--- src/rtl/sbg_pkg.sv ---
package sbg_pkg;
   localparam int unsigned CLK_MHZ = 100;

   typedef enum logic [1:0] {
      LOAD_NORMAL  = 2'd0,
      LOAD_LIGHT   = 2'd1,
      LOAD_LIGHTER = 2'd2,
      LOAD_RSVD    = 2'd3
   } load_lvl_e;

   // nanoseconds to whole clock periods, rounded up
   function automatic int unsigned ns_to_cyc(input int unsigned ns);
      return (ns * CLK_MHZ + 999) / 1000;
   endfunction
endpackage

--- src/rtl/sbg_cond_meter.sv ---
module sbg_cond_meter #(
   parameter int unsigned W = 16
) (
   input  logic         clk,
   input  logic         rst_n,
   input  logic         start,
   input  logic         high_cmp,
   output logic [W-1:0] prev_cond
);
   localparam logic [W-1:0] MAXV = {W{1'b1}};

   logic         meas_q;
   logic [W-1:0] cnt_q;

   always_ff @(posedge clk or negedge rst_n) begin
      if (!rst_n) begin
         meas_q    <= 1'b0;
         cnt_q     <= '0;
         prev_cond <= '0;
      end else if (start) begin
         meas_q <= 1'b1;
         cnt_q  <= '0;
      end else if (meas_q) begin
         if (high_cmp) begin
            prev_cond <= cnt_q;
            meas_q    <= 1'b0;
         end else if (cnt_q != MAXV) begin
            cnt_q <= cnt_q + 1'b1;
         end
      end
   end
endmodule

--- src/rtl/sbg_minon_scale.sv ---
module sbg_minon_scale #(
   parameter int unsigned W        = 16,
   parameter logic [31:0] MASK_LO  = 32'h2,
   parameter logic [31:0] MASK_HI  = 32'h198,
   parameter int unsigned FLOOR    = 20,
   parameter int unsigned CEIL_LO  = 500,
   parameter int unsigned CEIL_HI  = 250
) (
   input  logic [W-1:0] prev_cond,
   input  logic         slow_mode,
   output logic [W-1:0] minon
);
   localparam logic [W:0] FLOOR_V = (W+1)'(FLOOR);
   localparam logic [W:0] CLO_V   = (W+1)'(CEIL_LO);
   localparam logic [W:0] CHI_V   = (W+1)'(CEIL_HI);

   logic [W:0] t_lo [W];
   logic [W:0] t_hi [W];
   logic [W:0] sum_lo, sum_hi, sel, ceil_v;

   for (genvar g = 0; g < W; g++) begin : g_term
      assign t_lo[g] = MASK_LO[g] ? (W+1)'(prev_cond >> g) : '0;
      assign t_hi[g] = MASK_HI[g] ? (W+1)'(prev_cond >> g) : '0;
   end

   always_comb begin
      sum_lo = '0;
      sum_hi = '0;
      for (int i = 0; i < int'(W); i++) begin
         sum_lo = sum_lo + t_lo[i];
         sum_hi = sum_hi + t_hi[i];
      end
      sel    = slow_mode ? sum_hi : sum_lo;
      ceil_v = slow_mode ? CHI_V : CLO_V;
      if (sel < FLOOR_V)      minon = W'(FLOOR_V);
      else if (sel > ceil_v)  minon = W'(ceil_v);
      else                    minon = W'(sel);
   end
endmodule

--- src/rtl/sbg_debounce.sv ---
module sbg_debounce #(
   parameter int unsigned LEN = 32
) (
   input  logic clk,
   input  logic rst_n,
   input  logic cond,
   output logic hit
);
   localparam int unsigned CW = $clog2(LEN + 1);
   localparam logic [CW-1:0] LAST = CW'(LEN - 1);

   logic [CW-1:0] cnt_q;

   assign hit = cond && (cnt_q == LAST);

   always_ff @(posedge clk or negedge rst_n) begin
      if (!rst_n)       cnt_q <= '0;
      else if (!cond)   cnt_q <= '0;
      else if (!hit)    cnt_q <= cnt_q + 1'b1;
   end
endmodule

--- src/rtl/sbg_recovery.sv ---
module sbg_recovery #(
   parameter int unsigned TARGET = 16384
) (
   input  logic clk,
   input  logic rst_n,
   input  logic on_cmp,
   input  logic watch,
   input  logic turn_on,
   input  logic dly,
   input  logic inv_trip,
   output logic rec_done
);
   localparam int unsigned RW = $clog2(TARGET + 1);
   localparam logic [RW-1:0] LAST = RW'(TARGET - 1);

   logic          on_q;
   logic [1:0]    xcnt_q, xeff;
   logic          edge_now, clean;
   logic [RW-1:0] rec_q;

   assign edge_now = watch && on_cmp && !on_q;

   always_comb begin
      xeff = xcnt_q;
      if (edge_now && xcnt_q != 2'd2) xeff = xcnt_q + 2'd1;
   end

   assign clean    = (xeff == 2'd1);
   assign rec_done = turn_on && dly && clean && (rec_q == LAST);

   always_ff @(posedge clk or negedge rst_n) begin
      if (!rst_n) begin
         on_q   <= 1'b0;
         xcnt_q <= 2'd0;
         rec_q  <= '0;
      end else begin
         on_q <= on_cmp;
         if (turn_on) xcnt_q <= 2'd0;
         else         xcnt_q <= xeff;
         if (inv_trip)                 rec_q <= '0;
         else if (turn_on && dly) begin
            if (!clean || rec_done)    rec_q <= '0;
            else                       rec_q <= rec_q + 1'b1;
         end
      end
   end
endmodule

--- src/rtl/sr_blank_guard.sv ---
module sr_blank_guard
   import sbg_pkg::*;
#(
   parameter int unsigned MEAS_W        = 16,
   parameter int unsigned FLOOR_NS      = 200,
   parameter int unsigned CEIL_LO_NS    = 5000,
   parameter int unsigned CEIL_HI_NS    = 2500,
   parameter int unsigned INV_DEB_NS    = 320,
   parameter int unsigned ON_QUAL_NS    = 240,
   parameter int unsigned RECOV_CYCLES  = 16384,
   parameter logic [31:0] RATIO_LO_MASK = 32'h2,
   parameter logic [31:0] RATIO_HI_MASK = 32'h198
) (
   input  logic       clk,
   input  logic       rst_n,
   input  logic       run_en,
   input  logic       on_cmp,
   input  logic       off_cmp,
   input  logic       high_cmp,
   input  logic       zero_cmp,
   input  logic [1:0] lld,
   output logic       gate_o,
   output logic       dly_o
);
   localparam int unsigned FLOOR_CYC   = ns_to_cyc(FLOOR_NS);
   localparam int unsigned CEIL_LO_CYC = ns_to_cyc(CEIL_LO_NS);
   localparam int unsigned CEIL_HI_CYC = ns_to_cyc(CEIL_HI_NS);
   localparam int unsigned INV_CYC     = ns_to_cyc(INV_DEB_NS);
   localparam int unsigned QUAL_CYC    = ns_to_cyc(ON_QUAL_NS);

   if (MEAS_W < 4 || MEAS_W > 32) begin : g_bad_width
      $error("MEAS_W must lie in 4..32");
   end
   if (FLOOR_CYC < 1 || FLOOR_CYC > CEIL_HI_CYC || FLOOR_CYC > CEIL_LO_CYC) begin : g_bad_floor
      $error("floor must be nonzero and below both ceilings");
   end
   if (CEIL_LO_CYC >= (64'd1 << MEAS_W) || CEIL_HI_CYC >= (64'd1 << MEAS_W)) begin : g_bad_ceil
      $error("ceilings must fit the measurement width");
   end
   if (INV_CYC < 1 || QUAL_CYC < 1 || RECOV_CYCLES < 1) begin : g_bad_count
      $error("debounce, qualification and recovery counts must be nonzero");
   end

   logic              gate_q, dly_q, armed_q;
   logic [MEAS_W-1:0] blank_q, prev_cond, minon;
   logic              blanking, inv_cond, inv_hit, inv_trip;
   logic              qual_cond, qual_hit, turn_on, norm_off, rec_done;

   assign blanking  = gate_q && (blank_q != '0);
   assign inv_cond  = (load_lvl_e'(lld) == LOAD_NORMAL) ? zero_cmp : off_cmp;
   assign inv_trip  = blanking && inv_hit;
   assign qual_cond = !gate_q && run_en && armed_q && on_cmp;
   assign turn_on   = qual_cond && (!dly_q || qual_hit);
   assign norm_off  = gate_q && (blank_q == '0) && off_cmp;

   sbg_cond_meter #(.W(MEAS_W)) u_meter (
      .clk       (clk),
      .rst_n     (rst_n),
      .start     (turn_on),
      .high_cmp  (high_cmp),
      .prev_cond (prev_cond)
   );

   sbg_minon_scale #(
      .W       (MEAS_W),
      .MASK_LO (RATIO_LO_MASK),
      .MASK_HI (RATIO_HI_MASK),
      .FLOOR   (FLOOR_CYC),
      .CEIL_LO (CEIL_LO_CYC),
      .CEIL_HI (CEIL_HI_CYC)
   ) u_scale (
      .prev_cond (prev_cond),
      .slow_mode (dly_q),
      .minon     (minon)
   );

   sbg_debounce #(.LEN(INV_CYC)) u_inv_deb (
      .clk   (clk),
      .rst_n (rst_n),
      .cond  (blanking && inv_cond),
      .hit   (inv_hit)
   );

   sbg_debounce #(.LEN(QUAL_CYC)) u_on_qual (
      .clk   (clk),
      .rst_n (rst_n),
      .cond  (qual_cond),
      .hit   (qual_hit)
   );

   sbg_recovery #(.TARGET(RECOV_CYCLES)) u_recov (
      .clk      (clk),
      .rst_n    (rst_n),
      .on_cmp   (on_cmp),
      .watch    (armed_q && !gate_q && run_en),
      .turn_on  (turn_on),
      .dly      (dly_q),
      .inv_trip (inv_trip),
      .rec_done (rec_done)
   );

   always_ff @(posedge clk or negedge rst_n) begin
      if (!rst_n) begin
         gate_q  <= 1'b0;
         dly_q   <= 1'b0;
         armed_q <= 1'b1;
         blank_q <= '0;
      end else begin
         if (!run_en)                  gate_q <= 1'b0;
         else if (turn_on)             gate_q <= 1'b1;
         else if (inv_trip || norm_off) gate_q <= 1'b0;

         if (turn_on)       armed_q <= 1'b0;
         else if (high_cmp) armed_q <= 1'b1;

         if (turn_on)       blank_q <= minon;
         else if (blanking) blank_q <= blank_q - 1'b1;

         if (inv_trip)      dly_q <= 1'b1;
         else if (rec_done) dly_q <= 1'b0;
      end
   end

   assign gate_o = gate_q;
   assign dly_o  = dly_q;
endmodule

--- config.mk ---
export PLATFORM = sky130hd
export DESIGN_NAME = sr_blank_guard
export DESIGN_NICKNAME = d
export VERILOG_FILES = /design/src/rtl/sbg_pkg.sv /design/src/rtl/sbg_cond_meter.sv /design/src/rtl/sbg_minon_scale.sv /design/src/rtl/sbg_debounce.sv /design/src/rtl/sbg_recovery.sv /design/src/rtl/sr_blank_guard.sv
export SDC_FILE = /design/constraint.sdc
export NUM_CORES = 1
export LEC_CHECK = 0
export BUFFER_PORTS_ARGS = -buffer_cell sky130_fd_sc_hd__buf_2
export CORE_MARGIN = 3
export CORE_UTILIZATION = 55
export DETAILED_ROUTE_END_ITERATION = 12
export GPL_TIMING_DRIVEN = 0
export HOLD_SLACK_MARGIN = 0.02
export PLACE_DENSITY = 0.77
export SLEW_MARGIN = 20
export SYNTH_ARGS = -nofsm -noshare
export SYNTH_HDL_FRONTEND = slang
export SYNTH_HIERARCHICAL = 1
export SYNTH_SLANG_ARGS = --single-unit
--- constraint.sdc ---
create_clock -name clk -period 7.2 [get_ports clk]
set_input_delay 1.44 -clock clk [delete_from_list [all_inputs] [get_ports clk]]
set_output_delay 1.44 -clock clk [all_outputs]
set_load 0.005 [all_outputs]
==> summary.txt <==
Reg2Reg Depth = 25
n_diodes = 0
dpl ws = 1.37 ns
Avg Cell Area, Syn = 9.30 um^2
Port Buf Inserts = 10
final setup vio count = 0
CP Launch Type = flip-flop
Psw = 0.000224 W
crit share post-route = 81.3%
core area = 11000 um^2
largest net degree at the start of global routing = 47
detailed-placement wirelength estimate = 10800 um
HP Start = armed_q
H-tree levels = 3
die width = 113 um
total track usage = 23.5%
nets = 756
vias in the first global route = 5297
Max FO, Critical Path = 6
Worst-path clk slew = 0.06 ns
layout cells sized above 1 = 14.5%
GRT overflow = 0
area delta synth->final = 9.43%
flop2flop setup slack = 1.35 ns
number of buffers created by CTS = 9
status = completed
Yosys warning total = 6
final count of hold timing violations = 0
Logic pwr share = 4.5%
WS Path Type = reg -> reg
CTS resizes = 0
hold_ws = 0.514 ns
Hold Buf Count CTS = 0
die height = 113 um
Crit path largest cell delay = 0.51 ns
gpl congestion = 0.911
post-layout min period = 5.85 ns
Switching Share = 22.2%
initial DRC count = 326
launching point of the worst reg2reg path = u_meter/prev_cond[4]
Max Clk Rate = 171 MHz
hold depth = 2
hold endpoint = armed_q
initial core utilization = 57.1%
final instance area = 6870 um^2
Design Power = 0.00101 W
Worst-Skew Late Latency = 0.35 ns
DRT Pass-1 Iters = 5
first-pass GRT wire length = 24800 um
Via density = 6.30
Sequential Power Share = 45.9%
clk root buf = clkbuf_16
Final WS setup = 1.35 ns
CTS tree = built
Power Internal = 0.000784 W
Clk pwr share = 49.6%
DRC violations left = 0
cell row count = 38
buffers and inverters on the worst path = 3
crit path DAT = 6.07 ns
number of cells produced by synthesis = 675
antenna-violating nets left = 0
Vias = 5346
Die Footprint = 12700 um^2
WL/cell = 16.9 um
post-synthesis instance area = 6280 um^2
reg2reg end = blank_q[1]
Longest Clk Path Bufs = 2
leak pwr = 3.09 nW
Slowest-stage cell, CP = or4_4
Final Max Tran Viols = 0
PD cells = 147 nW/um^2
Setup TNS Final = 0 ns
RSZ-0062 raised after global routing = no
clock skew = 0.00595 ns
worst vdd ir = 0.162 mV
DRT Wirelength = 14300 um
Sink Count = 80
placed cell areas = 6550 um^2
maxcap violations = 0
endpoint class of the critical path = flip-flop
slew margin rel. = 45.0%
worst hold-check path type = reg -> reg
Crit path required time = 7.42 ns
I/O pin count = 11
delay-heaviest family, CP = adder cells
# Post-CTS Setup Buffers = 0
initial antenna violation count = 0
fillcell total = 899
slew of the pin with the lowest slew margin = 0.818 ns
-- final cells by class --
| type | count | area [um^2] | area share [%] |
|---|---|---|---|
| sequential | 80 | 2000 | 29.2 |
| timing repair buffer | 11 | 72.6 | 1.06 |
| clock buffer | 10 | 229 | 3.33 |
| multi-input combinational | 545 | 4000 | 58.2 |
| buffer | 26 | 183 | 2.66 |
| clock inverter | 6 | 92.6 | 1.35 |
| inverter | 30 | 113 | 1.64 |
| tap | 140 | 175 | 2.55 |
-- placed cells by master, fill, tap and decap left out, types with 14 or more instances in the layout --
cell,instances
dfrtp_1,79
nand2_1,50
nor2_1,47
ha_1,33
o21ai_0,32
inv_1,30
nand3_1,28
nor3_1,23
a21oi_1,23
xnor2_1,18
and3_1,16
buf_2,16
a31oi_1,14
-- routing by layer --
metal / up-vias / track usage (%) / share of wire, %
met3: 28 / 4.49 / 5.0
met1: 2586 / 32.4 / 46
met4: 0 / 8.97 / 2.3
li1: 2577 / - / -
met5: - / 0 / 0
met2: 155 / 36.8 / 46
-- power groups by stage --
stage | combinational [W] | clock [W] | sequential (W)
floorplan | 0.0000269 | 0 | 0.000469
global placement | 0.0000414 | 0 | 0.000470
detailed placement | 0.0000458 | 0 | 0.000471
CTS | 0.0000467 | 0.000511 | 0.000462
global route | 0.0000540 | 0.000523 | 0.000463
finish | 0.0000453 | 0.000500 | 0.000462
-- sequential cells by signal, indices dropped and copies added, names as in the netlist --
signal and cells:
blank_q 16, u_meter/cnt_q 16, u_meter/prev_cond 15, u_recov/rec_q 15, u_inv_deb/cnt_q 6, u_on_qual/cnt_q 5
u_recov/xcnt_q 2, armed_q 1, dly_o 1, gate_o 1, u_meter/meas_q 1, u_recov/on_q 1
-- metrics by stage --
stage,cells,utilization (%)
floorplan,681,-
global placement,831,59.4
detailed placement,832,59.6
CTS,848,62.5
global route,848,62.5
finish,848,62.5
-- worst reg2reg max path, cell delays in order (launching register included) --
cell,delay [ns]
dfrtp_1,0.44
inv_1,0.12
fa_1,0.48
inv_1,0.07
ha_1,0.21
inv_1,0.07
fa_1,0.44
nor2b_4,0.17
o21a_1,0.12
nor2_1,0.05
xnor2_1,0.17
ha_1,0.38
o211ai_1,0.11
a31oi_1,0.25
o211ai_1,0.15
and2_1,0.19
xnor2_1,0.18
mux2i_1,0.17
ha_1,0.32
o31ai_1,0.06
a211o_1,0.31
o32a_2,0.41
or4_4,0.51
o2bb2ai_1,0.16
nand2_1,0.06
o311ai_0,0.13
-- how the worst max path moves through the flow --
stage	from	end	slack, ns	cells after the start
6_report	u_meter/prev_cond[4]	blank_q[1]	1.35	25
5_1_grt	u_meter/prev_cond[4]	blank_q[2]	0.91	25
4_1_cts	u_meter/prev_cond[8]	blank_q[2]	1.37	25
3_5_place_dp	u_meter/prev_cond[8]	blank_q[2]	1.37	25
3_3_place_gp	u_meter/prev_cond[8]	blank_q[1]	1.42	25
2_1_floorplan	u_meter/prev_cond[4]	blank_q[2]	1.92	25
No activity file was read; power rests on OpenSTA's default activity.
